==> src/rtl/usb_pre_pkg.sv <==
package usb_pre_pkg;

  typedef enum logic [1:0] {
    LN_SE0 = 2'b00,
    LN_J   = 2'b01,
    LN_K   = 2'b10,
    LN_SE1 = 2'b11
  } line_e;

  typedef enum logic [1:0] {
    ST_IDLE,
    ST_PRE_SEEN,
    ST_WAIT_SE0,
    ST_DONE
  } skip_state_e;

  localparam logic [3:0] PREAMBLE_CODE = 4'hC;

  // Preamble: low nibble is the code, high nibble must be its complement.
  function automatic logic pid_is_preamble(input logic [7:0] pid);
    return (pid[3:0] == PREAMBLE_CODE) && (pid[7:4] == ~pid[3:0]);
  endfunction

endpackage

==> src/rtl/pre_pid_match.sv <==
module pre_pid_match (
  input  logic       pid_valid,
  input  logic [7:0] pid_byte,
  output logic       is_pre
);
  import usb_pre_pkg::*;

  always_comb is_pre = pid_valid && pid_is_preamble(pid_byte);
endmodule

==> src/rtl/se0_run_filter.sv <==
module se0_run_filter #(
  parameter int MIN_SE0 = 4
) (
  input  logic       clk,
  input  logic       rst_n,
  input  logic [1:0] line_state,
  output logic       se0_qual
);
  import usb_pre_pkg::*;

  localparam int CW = (MIN_SE0 < 2) ? 1 : $clog2(MIN_SE0);
  localparam logic [CW-1:0] LAST = CW'(MIN_SE0 - 1);

  logic [CW-1:0] run_cnt;
  logic          is_se0;

  always_comb begin
    is_se0   = (line_state == LN_SE0);
    se0_qual = is_se0 && (run_cnt >= LAST);
  end

  always_ff @(posedge clk or negedge rst_n) begin
    if (!rst_n)                     run_cnt <= '0;
    else if (!is_se0)               run_cnt <= '0;
    else if (run_cnt < LAST)        run_cnt <= run_cnt + 1'b1;
  end
endmodule

==> src/rtl/skip_timer.sv <==
module skip_timer #(
  parameter int TIMEOUT_CLKS = 4096
) (
  input  logic clk,
  input  logic rst_n,
  input  logic run,
  output logic expire
);
  localparam int TW = (TIMEOUT_CLKS < 2) ? 1 : $clog2(TIMEOUT_CLKS);
  localparam logic [TW-1:0] LAST = TW'(TIMEOUT_CLKS - 1);

  logic [TW-1:0] cnt;

  always_comb expire = run && (cnt == LAST);

  always_ff @(posedge clk or negedge rst_n) begin
    if (!rst_n)            cnt <= '0;
    else if (!run || expire) cnt <= '0;
    else                   cnt <= cnt + 1'b1;
  end
endmodule

==> src/rtl/usb_pre_skipper.sv <==
module usb_pre_skipper #(
  parameter int MIN_SE0      = 4,
  parameter int TIMEOUT_CLKS = 4096
) (
  input  logic       clk,
  input  logic       rst_n,
  input  logic       pid_valid,
  input  logic [7:0] pid_byte,
  input  logic [1:0] line_state,
  output logic       rx_block,
  output logic       skip_busy
);
  import usb_pre_pkg::*;

  skip_state_e state, state_nx;
  logic        is_pre;
  logic        pre_hit;
  logic        se0_qual;
  logic        timeout_hit;
  logic        timer_run;

  pre_pid_match u_match (
    .pid_valid (pid_valid),
    .pid_byte  (pid_byte),
    .is_pre    (is_pre)
  );

  se0_run_filter #(.MIN_SE0(MIN_SE0)) u_se0 (
    .clk        (clk),
    .rst_n      (rst_n),
    .line_state (line_state),
    .se0_qual   (se0_qual)
  );

  skip_timer #(.TIMEOUT_CLKS(TIMEOUT_CLKS)) u_timer (
    .clk    (clk),
    .rst_n  (rst_n),
    .run    (timer_run),
    .expire (timeout_hit)
  );

  always_comb begin
    timer_run = (state != ST_IDLE);
    pre_hit   = is_pre && (state == ST_IDLE);
  end

  always_comb begin
    state_nx = state;
    if (timeout_hit) begin
      state_nx = ST_IDLE;
    end else begin
      unique case (state)
        ST_IDLE:     if (pre_hit) state_nx = ST_PRE_SEEN;
        ST_PRE_SEEN: if (line_state == LN_K) state_nx = ST_WAIT_SE0;
        ST_WAIT_SE0: if (se0_qual) state_nx = ST_DONE;
        ST_DONE:     if (line_state == LN_J) state_nx = ST_IDLE;
        default:     state_nx = ST_IDLE;
      endcase
    end
  end

  always_ff @(posedge clk or negedge rst_n) begin
    if (!rst_n) state <= ST_IDLE;
    else        state <= state_nx;
  end

  always_comb begin
    skip_busy = (state != ST_IDLE);
    rx_block  = skip_busy || pre_hit;
  end
endmodule

==> config.mk <==
export PLATFORM = sky130hd
export DESIGN_NAME = usb_pre_skipper
export DESIGN_NICKNAME = d
export VERILOG_FILES = /design/src/rtl/usb_pre_pkg.sv /design/src/rtl/pre_pid_match.sv /design/src/rtl/se0_run_filter.sv /design/src/rtl/skip_timer.sv /design/src/rtl/usb_pre_skipper.sv
export SDC_FILE = /design/constraint.sdc
export NUM_CORES = 1
export LEC_CHECK = 0
export BUFFER_PORTS_ARGS = -buffer_cell sky130_fd_sc_hd__buf_2
export CAP_MARGIN = 20
export CORE_MARGIN = 2
export CORE_UTILIZATION = 53
export DETAILED_ROUTE_END_ITERATION = 8
export PLACE_DENSITY = 0.87
export SLEW_MARGIN = 20
export SYNTH_ARGS = -nofsm -noshare
export SYNTH_HDL_FRONTEND = slang
export SYNTH_SLANG_ARGS = --single-unit
==> constraint.sdc <==
create_clock -name clk -period 1.7 [get_ports clk]
set_input_delay 0.51 -clock clk [delete_from_list [all_inputs] [get_ports clk]]
set_output_delay 0.51 -clock clk [all_outputs]
set_load 0.005 [all_outputs]
==> results by group, run 1 <==
Critical path
  – Critical Path Max Stage Delay: 0.43 ns
  – Setup crit end kind: flip-flop
  – Worst reg-to-reg setup slack: -0.08 ns
  – CP max FO: 4
  – Startpoint types: flip-flop
  – Critical path, cell by cell: inv_2 -> buf_6 -> ha_4 -> nor2b_4 -> a21oi_2 -> o31ai_2 -> mux2i_1 -> o311a_1
  – Worst r2r src: state[0]
  – R2r endpoint: state[1]
  – Crit path max-delay family: compound AO/OA/AOI/OAI gates
  – Crit path DAT: 2.02 ns
  – CP bufs+invs: 2
  – WS Path Type: flip-flop to flip-flop
  – Reg2Reg Depth: 8
  – Critical path required time: around 1.9 ns
  – Crit path max-delay cell type: dfrtp_1

GRT
  – Global-route wire length before repair: 3300 microns
  – GRT Resource Usage Total: 23.4%
  – Initial antenna violation count: 0
  – Total congestion overflow: 0
  – Largest net degree at the start of global routing: 17
  – Vias in the first global route: 752

Floorplan
  – Die W: approximately 44 microns
  – Die Span Y: about 44 microns
  – Die area: roughly 2000 sq um
  – Ports: 15
  – Core area: 1520 sq um
  – Initial Utilization: a little under three fifths
  – Placement Rows: 14

Power
  – Peak supply drop: 1050 uV
  – Power density cells: 1480 nW/um^2
  – Power consumption: 1670 uW
  – P_leak: 0.000550 uW

Synth
  – Number of synthesized register bits: 16
  – Cell variety after synth: 26
  – Mapped cell area: 868 sq um
  – Seq/Total Area, Yosys: 46.1%
  – Synth Instances: 87
  – Mean Syn Cell Area: 9.98 sq um
  – Synthesis warning total: 0
  – Synthesized Nets: ~110

Cells and area
  – Final #Nets: ~130
  – Layout cells sized above 1: 33.3%
  – Diode count: 0
  – Filler instances: 116
  – P&R area growth vs syn: 29.8%

Route
  – DRC violations left: 0
  – DR pass1 iterations: 6
  – DR vias/cell: 5.84
  – Antenna Violating Nets Remaining: 0
  – Post-Route WL: between 2000 and 2500 microns
  – Iteration-0 DRC Markers: 38
  – Detail-routed net length per standard cell: 15.9 microns
  – Vias: 759

Clock tree
  – CTS tree: built
  – H-Tree Depth: 1
  – Max Root-Sink Buffers: 2
  – Skew-Pair Late Insertion Delay: a little under 0.3 ns
  – CTS Buf Count: 3
  – Clock root buffer: clkbuf_4
  – # hold bufs at CTS: 0
  – CTS Sinks: 16
  – Worst-path clk slew: 0.10 ns

STA
  – Fmax: 563 MHz
  – Final Max Tran Viols: 0
  – Fin Setup TNS: -0.134 ns
  – Hold Fails Final Rpt: 0
  – Slew @ Worst Pin: 0.361 ns
  – Final min period: approximately 1.8 ns
  – Clock skew: approximately 0.0016 ns
  – Setup slack after layout: -0.0760 ns
  – Final setup viols: 2
  – Rel. slew slack: 75.9%
  – RSZ-0062 raised after global routing: yes
  – Period utilisation layout: 104%

Place
  – Post-detail-place hpwl: roughly 1200 microns
  – Buffers added on ports: 14
  – Routability cong.: 0.744

Worst hold path
  – Hold crit path type: primary input to asynchronous set/reset pin

Run status
  – Status: finished, violations left
  – Failing checks: negative setup slack

Run
  – Total of max-cap violations: 0
## worst reg2reg max path: stages, from the launching register on
cell     delay (ns)
dfrtp_1        0.43
inv_2          0.09
buf_6          0.12
ha_4           0.17
nor2b_4        0.10
a21oi_2        0.05
o31ai_2        0.31
mux2i_1        0.27
o311a_1        0.19
## cell type report
| cell class | instances | area (sq um) | area share, % |
|---|---|---|---|
| Multi-Input combinational cell | 67 | 498 | 44.2 |
| Sequential cell | 16 | 400 | 35.5 |
| Timing Repair Buffer | 24 | 161 | 14.3 |
| Clock buffer | 4 | 36.3 | 3.22 |
| Tap cell | 16 | 20.0 | 1.78 |
| Inverter | 3 | 11.3 | 0.999 |
## what timing repair did
| item | CTS | global route |
|---|---|---|
| endpoints found under the setup margin | 2 | 11 |
| gates resized for setup | 5 | 10 |
| setup buffers | 1 | 5 |
| hold endpoints to repair | 0 | 0 |
| gates cloned | 0 | 0 |
| pin swaps | 3 | 4 |
## how the worst max path moves through the flow
stage | startpoint | endpoint | slack [ns] | cells after the start
floorplan | pid_byte[6] | rx_block | 0.17 | 3
global placement | pid_byte[6] | rx_block | -0.02 | 5
detailed placement | pid_byte[6] | rx_block | -0.07 | 5
CTS | pid_byte[7] | rx_block | -0.06 | 5
global route | state[0] | state[1] | -0.17 | 8
finish | state[0] | state[1] | -0.08 | 8
## metrics by stage
step,utilization (%),setup slack (ns),cells,cell area [sq um],hold slack (ns)
floorplan,-,0.168,87,868,0.214
global route,74.0,-0.174,130,1130,0.130
finish,74.0,-0.0760,130,1130,0.110
detailed placement,64.6,-0.0690,120,985,0.438
CTS,68.7,-0.0620,125,1050,0.113
global placement,64.6,-0.0209,120,985,0.432
## report_power, final
part	switching [uW]	leakage, uW	internal, uW
clock	130	0.0000210	131
sequential	83.3	0.000213	459
combinational	419	0.000317	445
total	633	0.000550	1030
## Yosys cell counts
library cell	instances	share of area, %
nor3b_1	1	0.86
o31a_1	1	1.0
xor2_1	8	8.1
and4_1	2	2.0
o311a_1	1	1.2
nor2b_1	1	0.72
nand2_1	5	2.2
nor4bb_1	1	1.2
and2_1	1	0.72
nand3_1	5	2.9
xnor2_1	3	3.0
mux2i_1	2	2.3
a211o_1	1	1.0
nand4_1	3	2.2
a21oi_1	3	1.7
ha_1	6	8.6
nand2b_1	1	0.72
and3_1	2	1.4
nor3_1	2	1.2
a31oi_1	1	0.72
dfrtp_1	16	46
nor2_1	15	6.5
o31ai_2	1	1.4
inv_1	3	1.3
clkbuf_1	1	0.43
o21ai_1	1	0.58
## logic make-up after synthesis
group	count (synthesis)	share of synthesized area, %
and+or+nand+nor	39	22.5
DFF	16	46.1
xor gates and xnor gates	11	11.1
AOI/OAI and AO/OA	9	7.64
adders and majority gates	6	8.65
buffers and inverters	4	1.73
muxes	2	2.31
## cell usage in the layout, fill, tap and decap left out, drive strengths merged, types with 2 or more instances in the layout
master,synthesis,routed
buf,0,24
dfrtp,16,16
nor2,15,15
xor2,8,8
ha,6,6
nand3,5,5
nand2,5,5
clkbuf,1,4
inv,3,3
nand4,3,3
xnor2,3,3
a21oi,3,3
and4,2,2
and3,2,2
nor3,2,2
mux2i,2,2
## registers in the layout, summed over array words and instances (netlist names)
signal,count
u_se0.run_cnt,2
state,2
u_timer.cnt,12
## metal layers
| metal | share of wire [%] | track usage, % | up-vias | routed length, microns |
|---|---|---|---|---|
| li1 | - | - | 360 | - |
| met1 | 40 | 26.7 | 356 | 823 |
| met2 | 52 | 41.4 | 35 | 1070 |
| met3 | 6.0 | 3.67 | 8 | 124 |
| met4 | 2.6 | 12.1 | 0 | 53 |
| met5 | 0 | 0 | - | 0 |
Power figures use the tool's default switching activity.
==> run 2: changes to the inputs <==
Settings changed: CELL_PAD_IN_SITES_DETAIL_PLACEMENT set to 0, CELL_PAD_IN_SITES_GLOBAL_PLACEMENT set to 2, CORE_UTILIZATION 53 to 33, CTS_CLUSTER_SIZE set to 28, PLACE_DENSITY 0.87 to 0.86.
==> run 2 against run 1 <==
  * Critical path type is now flip-flop to primary output
  * Largest cell class unchanged
  * Largest power group unchanged
  * Clock power is 23% lower
  * Total power decreased by 8.5%
  * Clock skew grew 0.0018 ns
  * The flow still finishes with violations (negative setup slack)
  * Via count fell by 4.0%
  * Hold slack improved by 0.016 ns
  * Worst setup slack improved by 0.043 ns
==> results by group, run 2 (synthesis results as in run 1) <==
Power
  – Peak supply drop: 817 uV (was 1050 uV)
  – Power density cells: 1350 nW/um^2 (was 1480 nW/um^2)
  – P_leak: 0.000543 uW (was 0.000550 uW)

Floorplan
  – Core area: 2480 sq um (was 1520 sq um)
  – Initial Utilization: 35.1% (was 57.0%)
  – Die W: 55.3 microns (was 44.5 microns)
  – Die area: 3060 sq um (was 1980 sq um)
  – Placement Rows: 18 (was 14)
  – Ports: 15 (unchanged)
  – Die Span Y: 55.3 microns (was 44.5 microns)

Route
  – DR pass1 iterations: 4 (was 6)
  – Vias: 729 (was 759)
  – DR vias/cell: 5.10 (was 5.84)
  – Iteration-0 DRC Markers: 12 (was 38)
  – DRC violations left: 0 (unchanged)
  – Detail-routed net length per standard cell: 13.4 microns (was 15.9 microns)
  – Post-Route WL: 1910 microns (was 2070 microns)
  – Antenna Violating Nets Remaining: 0 (unchanged)

Cells and area
  – Layout cells sized above 1: 32.7% (was 33.3%)
  – Final core occ: 45.8% (was 74.0%)
  – Top reg by flops: u_timer.cnt (unchanged)
  – Filler instances: 253 (was 116)
  – Number of flip-flops in the largest register: 12 (unchanged)
  – Commonest non-fill, non-tap cell in the layout: dfrtp_1 (unchanged)
  – Top Registers: u_timer.cnt x12, state x2, u_se0.run_cnt x2 (unchanged)
  – P&R area growth vs syn: 30.5% (was 29.8%)
  – Final #Nets: 134 (unchanged)
  – Diode count: 0 (unchanged)
  – Leading cell types in the layout, fill and taps excluded: dfrtp_1 (16), nor2_1 (15), buf_2 (12), buf_4 (10), xor2_1 (8) (was dfrtp_1 (16), nor2_1 (15), buf_2 (12), buf_4 (9), xor2_1 (8))
  – Layout Cells excl Fill: 143 (was 130)

STA
  – Rel. slew slack: 74.9% (was 75.9%)
  – Final min period: 1.73 ns (was 1.78 ns)
  – Fmax: 577 MHz (was 563 MHz)
  – Final Max Tran Viols: 0 (unchanged)
  – Slew @ Worst Pin: 0.377 ns (was 0.361 ns)
  – Period utilisation layout: 102% (was 104%)
  – Clock skew: 0.00336 ns (was 0.00156 ns)
  – Setup slack after layout: -0.0326 ns (was -0.0760 ns)
  – Hold Fails Final Rpt: 0 (unchanged)
  – Final setup viols: 3 (was 2)
  – RSZ-0062 raised after global routing: yes (unchanged)

Place
  – Post-detail-place hpwl: 1280 microns (was 1240 microns)
  – Total placed cells including tap cells: 135 (was 120)
  – Routability cong.: 0.709 (was 0.744)
  – Buffers added on ports: 14 (unchanged)

Critical path
  – Critical path required time: 1.19 ns (was 1.94 ns)
  – Setup crit end kind: primary output (was flip-flop)
  – Startpoint types: flip-flop (unchanged)
  – WS Path Type: flip-flop to primary output (was flip-flop to flip-flop)
  – Crit path DAT: 1.22 ns (was 2.02 ns)
  – CP max FO: 5 (was 4)

Clock tree
  – H-Tree Depth: 1 (unchanged)
  – Max Root-Sink Buffers: 2 (unchanged)
  – CTS Buf Count: 3 (unchanged)
  – CTS tree: built (unchanged)
  – Skew-Pair Late Insertion Delay: 0.29 ns (about the same)
  – CTS Sinks: 16 (unchanged)
  – # hold bufs at CTS: 0 (unchanged)
  – Worst-path clk slew: 0.09 ns (was 0.10 ns)
  – Clock root buffer: clkbuf_4 (unchanged)

GRT
  – Total congestion overflow: 0 (unchanged)
  – Largest net degree at the start of global routing: 17 (unchanged)
  – Global-route wire length before repair: 3300 microns (unchanged)
  – Vias in the first global route: 790 (was 752)
  – GRT Resource Usage Total: 13.2% (was 23.4%)
  – Initial antenna violation count: 0 (unchanged)

Worst hold path
  – Hold crit path type: primary input to asynchronous set/reset pin (unchanged)

Run
  – Total of max-cap violations: 0 (unchanged)

Run status
  – Status: finished, violations left (unchanged)
  – Failing checks: negative setup slack (unchanged)
run 2: area by class of cell:
cell class / count / area (sq um) / area share (%)
multi-input combinational: 67 / 504 / 44.5
sequential: 16 / 400 / 35.3
timing repair buffer: 24 / 158 / 13.9
tap: 30 / 37.5 / 3.31
clock buffer: 3 / 22.5 / 1.99
inverter: 3 / 11.3 / 0.993
run 2: worst paths after layout:
check	from	end	slack (ns)	cells after the start
setup / recovery	state[0]	rx_block	-0.03	4
hold / removal	rst_n	u_timer.cnt[1]	0.13	1
hold reg to reg	u_timer.cnt[0]	u_timer.cnt[0]	0.51	1
max in group asynchronous	rst_n	u_timer.cnt[5]	1.30	1
min in group clk	line_state[0]	u_se0.run_cnt[0]	0.43	2
setup reg to reg	state[0]	state[0]	-0.01	10
run 2: report_power, final:
part	internal, uW	leakage [uW]	switching (uW)
sequential	459	0.000213	92.2
combinational	408	0.000316	363
clock	82.3	0.0000138	120
total	950	0.000543	575
run 2: through the flow:
step / worst slack (ns) / cell area (sq um) / hold WS [ns] / power, uW / setup TNS [ns]
detailed placement: -0.0357 / 1010 / 0.447 / 1130 / -0.0357
CTS: -0.0210 / 1080 / 0.130 / 1450 / -0.0210
floorplan: 0.168 / 868 / 0.214 / 934 / 0
global placement: -0.0302 / 1010 / 0.445 / 1120 / -0.0302
finish: -0.0326 / 1130 / 0.126 / 1530 / -0.0514
global route: -0.110 / 1130 / 0.141 / 1650 / -0.368
run 2: critical path, cell delays in order (launching register included):
cell and delay, ns:
dfrtp_1 0.44, inv_2 0.13, ha_4 0.17, nand2_1 0.06
buf_2 0.13
run 2: what timing repair did:
item | 4_1_cts | 5_1_grt
cloned | 0 | 0
buffers inserted | 4 | 1
pin swaps | 3 | 4
hold endpoints to repair | 0 | 0
endpoints found under the setup margin | 2 | 4
resized for setup | 5 | 9
run 2: metal layers:
layer / wire length [microns] / part of all wire, % / global-route usage (%) / vias up
met4: 6 / 0.31 / 2.44 / 0
met2: 981 / 51 / 23.3 / 21
met3: 100 / 5.2 / 4.68 / 2
met1: 823 / 43 / 15.5 / 350
li1: - / - / - / 356
met5: 0 / 0 / 0 / -
==> run 3: changes to the inputs <==
==> constraint.sdc (replaced) <==
create_clock -name clk -period 1.7 [get_ports clk]
set_input_delay 0.085 -clock clk [delete_from_list [all_inputs] [get_ports clk]]
set_output_delay 0.085 -clock clk [all_outputs]
set_load 0.005 [all_outputs]
==> run 3 against run 2 <==
  * The run now ends clean
  * Sequential power decreased by 1%
  * Maximum frequency increased by 7.7%
  * Critical path depth increased by 3
  * Count of clock-buffer cells in the layout unchanged
  * Cell count decreased by 4.2%
  * Core utilization decreased by 3.4 points
  * Sequential cell count unchanged
  * Non-clock buffer count decreased by 6
  * Combinational power decreased by 21%
  * Hold slack got worse by 0.093 ns
  * Worst setup slack improved by 0.12 ns
==> results by group, run 3 (synthesis results as in run 1) <==
Run status
  – Status: completed (was finished, violations left)

Cells and area
  – Leading cell types in the layout, fill and taps excluded: dfrtp_1 (16), nor2_1 (15), buf_2 (14), xor2_1 (8) (was dfrtp_1 (16), nor2_1 (15), buf_2 (12), buf_4 (10), xor2_1 (8))
  – Top reg by flops: u_timer.cnt (unchanged)
  – Diode count: 0 (unchanged)
  – P&R area growth vs syn: 20.9% (was 30.5%)
  – Filler instances: 248 (was 253)
  – Number of flip-flops in the largest register: 12 (unchanged)
  – Final #Nets: 128 (was 134)
  – Top Registers: u_timer.cnt x12, state x2, u_se0.run_cnt x2 (unchanged)
  – Final core occ: 42.4% (was 45.8%)
  – Finished Cell Area: 1050 sq um (was 1130 sq um)
  – Layout cells sized above 1: 23.4% (was 32.7%)
  – Commonest non-fill, non-tap cell in the layout: dfrtp_1 (unchanged)

STA
  – Hold Worst Slack: 0.0327 ns (was 0.126 ns)
  – Fmax: 621 MHz (was 577 MHz)
  – Slew @ Worst Pin: 0.363 ns (was 0.377 ns)
  – Final Max Tran Viols: 0 (unchanged)
  – Hold Fails Final Rpt: 0 (unchanged)
  – Clock skew: 0.00763 ns (was 0.00336 ns)
  – Rel. slew slack: 75.8% (was 74.9%)
  – Final setup viols: 0 (was 3)
  – RSZ-0062 raised after global routing: no (was yes)
  – Fin Setup TNS: 0 ns (was -0.0514 ns)
  – Period utilisation layout: 94.7% (was 102%)
  – Final min period: 1.61 ns (was 1.73 ns)

Route
  – Post-Route WL: 1820 microns (was 1910 microns)
  – DR pass1 iterations: 4 (unchanged)
  – Detail-routed net length per standard cell: 13.3 microns (was 13.4 microns)
  – DR vias/cell: 5.08 (was 5.10)
  – Iteration-0 DRC Markers: 18 (was 12)
  – Antenna Violating Nets Remaining: 0 (unchanged)
  – DRC violations left: 0 (unchanged)
  – Vias: 696 (was 729)

Place
  – Post-detail-place hpwl: 1350 microns (was 1280 microns)
  – Area after DPL: 987 sq um (was 1010 sq um)
  – Buffers added on ports: 14 (unchanged)
  – Routability cong.: 0.762 (was 0.709)

Floorplan
  – Ports: 15 (unchanged)
  – Placement Rows: 18 (unchanged)
  – Die W: 55.3 microns (unchanged)
  – Die area: 3060 sq um (unchanged)
  – Core area: 2480 sq um (unchanged)
  – Die Span Y: 55.3 microns (unchanged)
  – Initial Utilization: 35.1% (unchanged)

Critical path
  – Critical path required time: 1.93 ns (was 1.19 ns)
  – WS Path Type: flip-flop to flip-flop (was flip-flop to primary output)
  – CP max FO: 4 (was 5)
  – Setup crit end kind: flip-flop (was primary output)
  – Critical path, cell by cell: inv_2 -> ha_2 -> nor2b_1 -> a21oi_2 -> o31ai_4 -> mux2i_1 -> o311a_1 (was inv_2 -> ha_4 -> nand2_1 -> buf_2)
  – Crit path max-delay cell type: dfrtp_1 (unchanged)
  – Startpoint types: flip-flop (unchanged)
  – Critical Path Max Stage Delay: 0.43 ns (was 0.44 ns)
  – Crit path DAT: 1.84 ns (was 1.22 ns)

Power
  – Power density cells: 1290 nW/um^2 (was 1350 nW/um^2)
  – Power consumption: 1360 uW (was 1530 uW)
  – Peak supply drop: 917 uV (was 817 uV)
  – P_leak: 0.000502 uW (was 0.000543 uW)

Clock tree
  – Clock root buffer: clkbuf_4 (unchanged)
  – CTS tree: built (unchanged)
  – Skew-Pair Late Insertion Delay: 0.29 ns (about the same)
  – CTS Buf Count: 3 (unchanged)
  – H-Tree Depth: 1 (unchanged)
  – Post-CTS Setup Bufs: 0 (was 4)
  – Worst-path clk slew: 0.10 ns (was 0.09 ns)
  – CTS Sinks: 16 (unchanged)
  – Max Root-Sink Buffers: 2 (unchanged)

GRT
  – GRT Resource Usage Total: 12.9% (was 13.2%)
  – Vias in the first global route: 682 (was 790)
  – Total congestion overflow: 0 (unchanged)
  – Global-route wire length before repair: 3120 microns (was 3300 microns)
  – Largest net degree at the start of global routing: 17 (unchanged)
  – Initial antenna violation count: 0 (unchanged)

Worst hold path
  – Hold crit path type: primary input to flip-flop (was primary input to asynchronous set/reset pin)

Run
  – Total of max-cap violations: 0 (unchanged)
run 3: cell types whose count changed in the layout (fill, tap and decap cells not counted), moves of 2 or more:
cell,previous run,this run
buf_2,12,14
buf_4,10,2
buf_6,2,0
dlygate4sd3_1,0,2
ha_4,2,0
run 3: worst paths after layout:
| kind | from | to | slack, ns | cells past startpoint |
|---|---|---|---|---|
| max in group asynchronous | rst_n | state[1] | 1.20 | 2 |
| max | state[0] | state[1] | 0.09 | 7 |
| min | line_state[1] | u_se0.run_cnt[1] | 0.03 | 2 |
| min reg2reg | u_timer.cnt[0] | u_timer.cnt[0] | 0.50 | 1 |
| max reg2reg | state[0] | state[1] | 0.09 | 7 |
| min in group asynchronous | rst_n | u_timer.cnt[2] | 0.24 | 2 |
run 3: critical path, delay by kind of cell, from the launching register on:
family / cells / cell delay, ns
adder cells (fa/ha/maj): 1 / 0.19
flip-flops: 1 / 0.43
AND/OR/NAND/NOR: 1 / 0.14
multiplexers: 1 / 0.22
buffers and inverters: 1 / 0.06
AO/OA/AOI/OAI: 3 / 0.51
run 3: routing by layer:
metal	share of wire, %	up-vias	wire (microns)	global-route usage [%]
met1	48	329	881	15.9
met5	0	-	0	0
met2	46	19	840	21.6
li1	-	344	-	-
met4	1.4	0	25	4.18
met3	4.2	4	76	3.51
run 3: repair_timing:
| action | CTS | global route |
|---|---|---|
| endpoints found under the setup margin | 0 | 1 |
| gates resized for setup | 0 | 6 |
| endpoints found under the hold margin | 18 | 0 |
| hold buffers | 2 | 0 |
run 3: power breakdown:
part | internal (uW) | total [uW] | leakage [uW] | switching (uW)
clock network | 82.3 | 205 | 0.0000138 | 123
registers | 459 | 544 | 0.000213 | 84.9
logic | 279 | 607 | 0.000275 | 327
total | 821 | 1360 | 0.000502 | 535
run 3: area by class of cell:
cell class	instances	area [sq um]	area share (%)
clock buffer	3	22.5	2.15
tap	30	37.5	3.58
sequential	16	400	38.1
timing repair buffer	18	105	10.0
multi-input combinational	67	473	45.1
inverter	3	11.3	1.07
run 3: per-stage QoR:
stage          std cells  setup slack [ns]
3_3_place_gp         132             0.109
4_1_cts              137            0.0590
2_1_floorplan         87             0.243
6_report             137            0.0909
3_5_place_dp         132            0.0875
5_1_grt              137            0.0115
